[src/rtl/adc_seq_pkg.sv]
package adc_seq_pkg;

  localparam int TAG_W = 5;

  typedef enum logic [1:0] {
    MODE_STEP  = 2'd0,
    MODE_PASS  = 2'd1,
    MODE_LOOP  = 2'd2,
    MODE_GROUP = 2'd3
  } seq_mode_e;

  localparam logic [1:0] ADDR_MASK = 2'd0;
  localparam logic [1:0] ADDR_CTRL = 2'd1;
  localparam logic [1:0] ADDR_IEN  = 2'd2;
  localparam logic [1:0] ADDR_STAT = 2'd3;

  localparam int CTRL_DIR = 0;
  localparam int CTRL_MODE_LSB = 1;
  localparam int CTRL_POL_LSB = 3;
  localparam int CTRL_GRP_LSB = 5;

  typedef struct packed {
    logic             hit;
    logic [TAG_W-1:0] ch;
  } pick_t;

  // Find the first enabled channel in walk order; when from_start is low,
  // only channels strictly past cur (in walk order) qualify.
  function automatic pick_t pick_ch(input logic [31:0] m, input logic down,
                                    input logic from_start,
                                    input logic [TAG_W-1:0] cur);
    pick_t r;
    r.hit = 1'b0;
    r.ch  = '0;
    for (int k = 0; k < 32; k++) begin
      int i;
      i = down ? (31 - k) : k;
      if (!r.hit && m[i] &&
          (from_start || (down ? (i < int'(cur)) : (i > int'(cur))))) begin
        r.hit = 1'b1;
        r.ch  = TAG_W'(i);
      end
    end
    return r;
  endfunction

endpackage

[src/rtl/adc_seq_trig.sv]
module adc_seq_trig (
  input  logic       clk,
  input  logic       rst_n,
  input  logic       trig_in,
  input  logic [1:0] pol,
  output logic       fire
);
  logic prev_q;
  logic edge_up;
  logic edge_dn;

  always_ff @(posedge clk) begin
    if (!rst_n) prev_q <= 1'b0;
    else        prev_q <= trig_in;
  end

  assign edge_up = trig_in & ~prev_q;
  assign edge_dn = ~trig_in & prev_q;
  assign fire    = (pol[0] & edge_up) | (pol[1] & edge_dn);

endmodule

[src/rtl/adc_seq_walk.sv]
module adc_seq_walk
  import adc_seq_pkg::*;
#(
  parameter int NUM_CH = 19
) (
  input  logic [NUM_CH-1:0] mask,
  input  logic              down,
  input  logic [TAG_W-1:0]  cur,
  output logic              first_hit,
  output logic [TAG_W-1:0]  first_ch,
  output logic              next_hit,
  output logic [TAG_W-1:0]  next_ch
);
  logic [31:0] mask_ext;
  pick_t       p_first;
  pick_t       p_next;

  assign mask_ext  = 32'(mask);
  assign p_first   = pick_ch(mask_ext, down, 1'b1, cur);
  assign p_next    = pick_ch(mask_ext, down, 1'b0, cur);
  assign first_hit = p_first.hit;
  assign first_ch  = p_first.ch;
  assign next_hit  = p_next.hit;
  assign next_ch   = p_next.ch;

endmodule

[src/rtl/adc_seq_ctrl.sv]
module adc_seq_ctrl
  import adc_seq_pkg::*;
#(
  parameter int NUM_CH = 19,
  parameter int DATA_W = 12,
  parameter int GRP_W  = 4
) (
  input  logic              clk,
  input  logic              rst_n,
  input  logic              reg_we,
  input  logic [1:0]        reg_addr,
  input  logic [31:0]       reg_wdata,
  input  logic              trig_in,
  output logic              conv_req,
  output logic [TAG_W-1:0]  conv_ch,
  input  logic              conv_done,
  input  logic [DATA_W-1:0] conv_data,
  output logic              res_valid,
  output logic [TAG_W-1:0]  res_ch,
  output logic [DATA_W-1:0] res_data,
  output logic              eos_flag,
  output logic              eos_irq
);
  localparam int GRP_HI = CTRL_GRP_LSB + GRP_W - 1;

  logic [NUM_CH-1:0] mask_q;
  logic              dir_q;
  seq_mode_e         mode_q;
  logic [1:0]        pol_q;
  logic [GRP_W-1:0]  grp_last_q;
  logic              ien_q;
  logic              busy_q;
  logic              at_start_q;
  logic [TAG_W-1:0]  cur_q;
  logic [TAG_W-1:0]  ptr_q;
  logic [GRP_W-1:0]  grp_cnt_q;
  logic              flag_q;

  logic              mask_wr;
  logic              ctrl_wr;
  logic              ien_wr;
  logic              flag_clr;
  logic              fire;
  logic              first_hit;
  logic              next_hit;
  logic [TAG_W-1:0]  first_ch;
  logic [TAG_W-1:0]  next_ch;
  logic              accept_trig;
  logic              step_done;
  logic              eos_set;
  logic              group_full;
  logic [31:0]       mask_ext;
  logic              unused_wdata;

  assign unused_wdata = ^reg_wdata;
  assign mask_wr  = reg_we && (reg_addr == ADDR_MASK);
  assign ctrl_wr  = reg_we && (reg_addr == ADDR_CTRL);
  assign ien_wr   = reg_we && (reg_addr == ADDR_IEN);
  assign flag_clr = reg_we && (reg_addr == ADDR_STAT) && reg_wdata[0];

  adc_seq_trig u_trig (
    .clk     (clk),
    .rst_n   (rst_n),
    .trig_in (trig_in),
    .pol     (pol_q),
    .fire    (fire)
  );

  adc_seq_walk #(.NUM_CH(NUM_CH)) u_walk (
    .mask      (mask_q),
    .down      (dir_q),
    .cur       (cur_q),
    .first_hit (first_hit),
    .first_ch  (first_ch),
    .next_hit  (next_hit),
    .next_ch   (next_ch)
  );

  assign accept_trig = !busy_q && !mask_wr && fire && first_hit;
  assign step_done   = busy_q && conv_done && !mask_wr;
  assign eos_set     = step_done && !next_hit;
  assign group_full  = (grp_cnt_q == grp_last_q);

  // configuration registers
  always_ff @(posedge clk) begin
    if (!rst_n) begin
      mask_q     <= '0;
      dir_q      <= 1'b0;
      mode_q     <= MODE_STEP;
      pol_q      <= 2'd0;
      grp_last_q <= '0;
      ien_q      <= 1'b0;
    end else begin
      if (mask_wr) mask_q <= reg_wdata[NUM_CH-1:0];
      if (ctrl_wr) begin
        dir_q      <= reg_wdata[CTRL_DIR];
        mode_q     <= seq_mode_e'(reg_wdata[CTRL_MODE_LSB +: 2]);
        pol_q      <= reg_wdata[CTRL_POL_LSB +: 2];
        grp_last_q <= reg_wdata[GRP_HI:CTRL_GRP_LSB];
      end
      if (ien_wr) ien_q <= reg_wdata[0];
    end
  end

  // walk state
  always_ff @(posedge clk) begin
    if (!rst_n) begin
      busy_q     <= 1'b0;
      at_start_q <= 1'b1;
      cur_q      <= '0;
      ptr_q      <= '0;
      grp_cnt_q  <= '0;
    end else if (mask_wr) begin
      busy_q     <= 1'b0;
      at_start_q <= 1'b1;
      grp_cnt_q  <= '0;
    end else if (accept_trig) begin
      busy_q    <= 1'b1;
      cur_q     <= at_start_q ? first_ch : ptr_q;
      grp_cnt_q <= '0;
    end else if (step_done) begin
      grp_cnt_q <= grp_cnt_q + 1'b1;
      if (next_hit) begin
        ptr_q      <= next_ch;
        at_start_q <= 1'b0;
      end else begin
        at_start_q <= 1'b1;
      end
      unique case (mode_q)
        MODE_STEP: busy_q <= 1'b0;
        MODE_PASS: begin
          if (!next_hit) busy_q <= 1'b0;
          else           cur_q  <= next_ch;
        end
        MODE_LOOP: cur_q <= next_hit ? next_ch : first_ch;
        MODE_GROUP: begin
          if (!next_hit || group_full) busy_q <= 1'b0;
          else                         cur_q  <= next_ch;
        end
        default: busy_q <= 1'b0;
      endcase
    end
  end

  // sticky end-of-pass flag, set wins over clear
  always_ff @(posedge clk) begin
    if (!rst_n)        flag_q <= 1'b0;
    else if (eos_set)  flag_q <= 1'b1;
    else if (flag_clr) flag_q <= 1'b0;
  end

  assign conv_req  = busy_q;
  assign conv_ch   = cur_q;
  assign res_valid = busy_q && conv_done;
  assign res_ch    = cur_q;
  assign res_data  = conv_data;
  assign eos_flag  = flag_q;
  assign eos_irq   = flag_q && ien_q;

  assign mask_ext = 32'(mask_q);

  AST_CH_ENABLED: assert property (@(posedge clk) disable iff (!rst_n)
    conv_req |-> mask_ext[conv_ch]);
  AST_EMPTY_IDLE: assert property (@(posedge clk) disable iff (!rst_n)
    (mask_q == '0) |-> !conv_req);
  AST_CH_HELD: assert property (@(posedge clk) disable iff (!rst_n)
    (conv_req && !conv_done && !mask_wr) |=> (conv_req && $stable(conv_ch)));
  AST_ABORT_DROP: assert property (@(posedge clk) disable iff (!rst_n)
    mask_wr |=> !conv_req);
  AST_EOS_AFTER_RESULT: assert property (@(posedge clk) disable iff (!rst_n)
    $rose(eos_flag) |-> $past(res_valid));
  AST_POL_OFF_IDLE: assert property (@(posedge clk) disable iff (!rst_n)
    (!conv_req && pol_q == 2'd0) |=> !conv_req);

endmodule

[config.mk]
export PLATFORM = sky130hd
export DESIGN_NAME = adc_seq_ctrl
export DESIGN_NICKNAME = d
export VERILOG_FILES = /design/src/rtl/adc_seq_pkg.sv /design/src/rtl/adc_seq_trig.sv /design/src/rtl/adc_seq_walk.sv /design/src/rtl/adc_seq_ctrl.sv
export SDC_FILE = /design/constraint.sdc
export NUM_CORES = 1
export LEC_CHECK = 0
export ABC_AREA = 1
export BUFFER_PORTS_ARGS = -buffer_cell sky130_fd_sc_hd__buf_2
export CAP_MARGIN = 25
export CORE_AREA = 2 2 93 95
export CTS_BUF_LIST = sky130_fd_sc_hd__clkbuf_4 sky130_fd_sc_hd__clkbuf_8
export DETAILED_ROUTE_END_ITERATION = 8
export DIE_AREA = 0 0 95 97
export PLACE_DENSITY_LB_ADDON = 0.1
export SYNTH_ARGS = -nofsm -noshare
export SYNTH_HDL_FRONTEND = slang
export SYNTH_SLANG_ARGS = --single-unit
[constraint.sdc]
create_clock -name clk -period 5.85 [get_ports clk]
set_input_delay 0.585 -clock clk [delete_from_list [all_inputs] [get_ports clk]]
set_output_delay 0.585 -clock clk [all_outputs]
set_load 0.1 [all_outputs]
Word-level counts from Yosys, hierarchy flattened --
Cells that the tools add are included. W data, S select, Z words.
Storage, ports and cells: register bits after elaboration 47, input port bits 51, output and inout bits 26, word-level logic and storage cells 554
Operators by class: add/subtract/negate cells 1, magnitude comparators 96, eq/ne operators 11, multiplexer cells 239, bitwise gates (word level) 10, reduce and logical (&&, ||, !) cells 184
Operators with widths (count):
- $lt A32 B7 Y1 const B | 32
- $gt A32 B6 Y1 | 31
- $lt A32 B6 Y1 | 31
- $mux W6 | 64
- $mux W5 | 38
- $bmux W1 S5 | 32
- $logic_and A1 B1 Y1 | 106
- $mux W1 | 103
- $logic_not A1 Y1 | 65
- $pmux W5 S3 | 1
- $ne A3 B3 Y1 const B | 3
- $eq A2 B2 Y1 const B | 4
- $reduce_and A4 Y1 | 2
- $reduce_bool A4 Y1 | 2
- $gt A5 B5 Y1 | 1
- $lt A5 B5 Y1 | 1
- $not A1 Y1 | 5
- $reduce_and A5 Y1 | 1
- $add A4 B1 Y4 const B | 1
- $and A1 B1 Y1 | 4
- $eq A2 B1 Y1 const B | 2
- $eq A4 B4 Y1 | 1
- $logic_not A2 Y1 | 2
- $reduce_bool A2 Y1 | 2
- other kinds (7) | 7

Longest topological paths before layout --
depth in word-level cells 136, gate-level depth with buffers 37, depth with buffers taken out 33

By module --
From an unflattened synthesis, not the netlist that was laid out.
Unflattened totals: cell total of the unflattened synthesis 804, area total of the unflattened synthesis 4738.3 um^2
By module, submodules not included:
- adc_seq_walk | instances 1, cells an instance 488, area an instance 2491.1 um^2, seq. area each 0.0 um^2
- adc_seq_ctrl | instances 1, cells an instance 308, area an instance 2198.4 um^2, seq. area each 920.9 um^2
- adc_seq_trig | instances 1, cells an instance 8, area an instance 48.8 um^2, seq. area each 20.0 um^2

Worst setup path after synthesis --
Ideal clock, no wire load.
kind register to register, start register dir_q, end register cur_q[1] (netlist: conv_ch[1]), setup time 0.113 ns, data arrival time 4.687 ns, data required time 5.737 ns, setup slack 1.050 ns, cell stages (with the launch flop) 36, path buffers 5, period minus slack after synthesis 4.800 ns, path through dfxtp_1 buf_4 inv_2 clkbuf_1 clkbuf_1 buf_1 ha_1 buf_4 nor2_4 nand2_1 o21ai_0 inv_2 nand2_1 nand2_2 nor2_4 nand4_2 nor2_2 nand4_2 nor2_2 nand3_2 a21oi_4 o21ai_2 a21oi_2 nand4_1 nor2_1 nand4_1 nor2_2 nand4_2 nor2_4 nand2_2 nand2_2 nand2_4 nand2_4 nand2_1 nand2_1 nor2_1
On the way: word-level cells in the longest chain between the ends 134, elaborated cells between the ends (all ways) 459, those cells by class order compare: 64; eq/ne: 2; mux: 231; reduce/logical: 162
Ends and longest elaborated chain:
- start, declared | RTL line adc_seq_ctrl.sv:27 | logic dir_q;
- start signal, assigned | RTL line adc_seq_ctrl.sv:96 | dir_q <= reg_wdata[CTRL_DIR];
- branches (longest 134 deep; another with $gt A32 B6 Y1)
- end signal, assigned | RTL line adc_seq_ctrl.sv:119 | cur_q <= at_start_q ? first_ch : ptr_q;
- end signal, assigned | RTL line adc_seq_ctrl.sv:133 | else cur_q <= next_ch;
- end signal, assigned | RTL line adc_seq_ctrl.sv:138 | else cur_q <= next_ch;
- end, declared | RTL line adc_seq_ctrl.sv:34 | logic [TAG_W-1:0] cur_q;
Several ways; the timed one is not identified. The select of a mux whose other input is x is not followed. A chain may end at the register's enable or synchronous reset.

Worst setup path after layout --
Ends and elaborated chain as after synthesis.

==> impl_metrics.json <==
{
  "wire_per_inst_um": 14.7,
  "cts_tree": "done",
  "arrival_ns": 4.80,
  "maxSlewViolCount": 0,
  "synth_simple_gate_area_share_pct": 39.9,
  "cp_num_buf_inv": 2,
  "ctsHoldBuffers": 0,
  "cp_common_cell": "nor2_2",
  "ys_seq_elements": 47,
  "cp_top_family": "simple AND/OR/NAND/NOR gates",
  "finalHoldViolCount": 0,
  "synth.distinct_cells": 51,
  "via_count": 5196,
  "coreArea_um2": 8130,
  "die_w_um": 95,
  "route.met3.wl_um": 990,
  "async_flop_share_pct": 0,
  "route.layer.met1.wl_um": 6100,
  "min_path_type": "flip-flop to flip-flop",
  "status": "complete, no violations",
  "grt_setup_unrepaired": "no",
  "synth_enable_flop_cells": 0,
  "die_h_um": 97,
  "power.density_nw_per_um2": 235,
  "synth.area.mux_share_pct": 0,
  "skew_ns": 0.00986,
  "yosys_warnings": 0,
  "hold-path-cell-count": 2,
  "synth_fa_ha_area_share_pct": 3.94,
  "clkLatencyLatePin_ns": 0.31,
  "drc": 0,
  "row_count": 33,
  "top_layer_used": "met4",
  "finalCriticalPeriod_ns": 4.60,
  "fin_area_um2": 4990,
  "cts-resized-gates": 0,
  "slowest_delay_ns": 0.57,
  "grtUsageTotal_pct": 30.4,
  "io_pins": 77,
  "post-route-util_pct": 61.4,
  "gp_congestion": 1.02,
  "worstMarginPinSlew_ns": 0.696,
  "synth_top_cell_by_area": "dfxtp_1",
  "drive_gt1_share_pct": 14.9,
  "critical_path_class": "flip-flop to flip-flop",
  "syn_nets": 861,
  "synthCells": 795,
  "synthFlopType": "dfxtp_1",
  "port_buffers": 39,
  "fmax_ghz": 0.218,
  "r2r_slack_ns": 1.25,
  "dr_wl_met2_um": 5860,
  "fin_crit_sh_pct": 78.6,
  "post_cts_buffers": 0,
  "setup_viol": 0,
  "ant_nets": 0,
  "tns_ns": 0,
  "antenna_found_initial": 0,
  "synth-seq-area-share_pct": 19.8,
  "grt_max_degree": 41,
  "ys_top_cells_by_area": "dfxtp_1 (20%), nand2_1 (13%), nor2_1 (8.1%)",
  "leakage_nw": 2.40,
  "clk_pin_slew_worst_paths_ns": 0.10,
  "peakVddDrop_uv": 153,
  "drv_cap": 0,
  "multiInputGateArea_um2": 3170,
  "dpl-instance-area_um2": 4880,
  "dr.pass1.iters": 5,
  "synth_top_area_share_pct": 19.8,
  "grt_pass1_wl_um": 22600,
  "holdPathEnd": "ien_q",
  "synth.cells.most_frequent": "nand2_1 (166), nor2_1 (103), inv_1 (98), o21ai_0 (59), a21oi_1 (58)",
  "via_per_inst": 5.70,
  "regArea_um2": 941,
  "initial_utilization_pct": 58.6,
  "htreeDepth": 2,
  "drt_wl_total_um": 13400,
  "crit_slowest_cell": "ha_1",
  "dieArea_um2": 9220,
  "clkSinkCount": 47,
  "start_kind": "flip-flop",
  "r2r-start": "dir_q",
  "min-delay-start": "ien_q",
  "crit_required_ns": 6.06,
  "numCtsBuffers": 5,
  "clockRootBuffer": "clkbuf_8",
  "area_delta_synth_final_pct": 4.83,
  "nets": 871,
  "slew_headroom_pct": 53.3,
  "cp_max_fo": 14,
  "synth.most_common_cell": "nand2_1",
  "synth_top_family_by_area": "simple AND/OR/NAND/NOR gates",
  "grt_pass1_vias": 4790,
  "n_fill_cell": 828,
  "worstRegToRegCells": 27,
  "drt_iter0_drc": 414,
  "synth.avg_cell_area_um2": 5.99,
  "cp-end-kind": "flip-flop",
  "synth-compound-area-share_pct": 21.3,
  "syn_area_um2": 4760,
  "dp.final_hpwl_um": 11000,
  "r2r_end": "conv_ch[1]",
  "clockBufferDepth": 2,
  "n_antenna_cell": 0,
  "grt.overflow.total": 0,
  "synth_xor_xnor_area_share_pct": 1.29
}
==> layout make-up <==
type | count | area share (%)
flip-flops and latches | 47 | 18.8
well taps | 105 | 2.63
clock inverters | 3 | 0.927
repair buffers | 42 | 4.36
clock buffers | 5 | 1.38
multi-input cells | 597 | 63.4
inverters | 112 | 8.47
==> placed cells by master (no fill, tap or decap), drive strengths merged, types with 15 or more instances in the layout <==
cell type | Yosys | routed
a21oi | 65 | 65
buf | 23 | 42
dfxtp | 47 | 47
ha | 15 | 15
inv | 112 | 113
nand2 | 179 | 179
nand3 | 40 | 40
nand4 | 27 | 27
nor2 | 127 | 127
nor3 | 23 | 23
o21ai | 67 | 67
==> cells by family after synthesis <==
kind of cell	count (synthesis)
AO/OA/AOI/OAI	171
XOR/XNOR	7
adder cells (fa/ha/maj)	15
buffers and inverters	151
flip-flops	47
AND/OR/NAND/NOR	404
==> power by group <==
group	internal [W]	switching, W
clock network	0.000129	0.000124
logic	0.000173	0.000399
registers	0.000336	0.0000128
==> registers in the layout (all words and copies together), names as in the netlist <==
| signal | count |
|---|---|
| conv_req | 1 |
| ien_q | 1 |
| mode_q | 2 |
| pol_q | 2 |
| ptr_q | 5 |
| at_start_q | 1 |
| mask_q | 19 |
| grp_last_q | 4 |
| u_trig.prev_q | 1 |
| dir_q | 1 |
| grp_cnt_q | 4 |
| conv_ch | 5 |
| eos_flag | 1 |
==> worst max-delay path by stage <==
stage / start / endpoint / slack, ns / cells after the start
after floorplan: dir_q / conv_ch[1] / 1.05 / 35
after global placement: conv_ch[4] / conv_ch[2] / 1.49 / 27
after detailed placement: dir_q / conv_ch[1] / 1.35 / 27
after CTS: dir_q / conv_ch[1] / 1.33 / 27
after global routing: dir_q / conv_ch[3] / 0.81 / 27
final: dir_q / conv_ch[1] / 1.25 / 27
==> worst reg2reg max path: cells and delay by family (launching register included) <==
family,cells,cell delay (ns)
AOI/OAI and AO/OA,4,0.87
buffers and inverters,2,0.29
and+or+nand+nor,20,2.40
DFF,1,0.37
adders and majority gates,1,0.57
==> layer usage <==
metal  track usage (%)  vias to the layer above
met5                 0                        -
met3              3.82                       34
met1              43.0                     2314
li1                  -                     2634
met2              47.4                      214
met4              10.4                        0
==> metrics by stage <==
step	setup slack (ns)	total power [W]	hold WS, ns	instances
after floorplan	1.05	0.000844	0.424	795
after global placement	1.49	0.000909	0.452	903
after detailed placement	1.35	0.000916	0.456	903
after CTS	1.33	0.00117	0.471	911
after global routing	0.807	0.00125	0.492	911
final	1.25	0.00117	0.474	911
(Power assumes the default switching activity.)
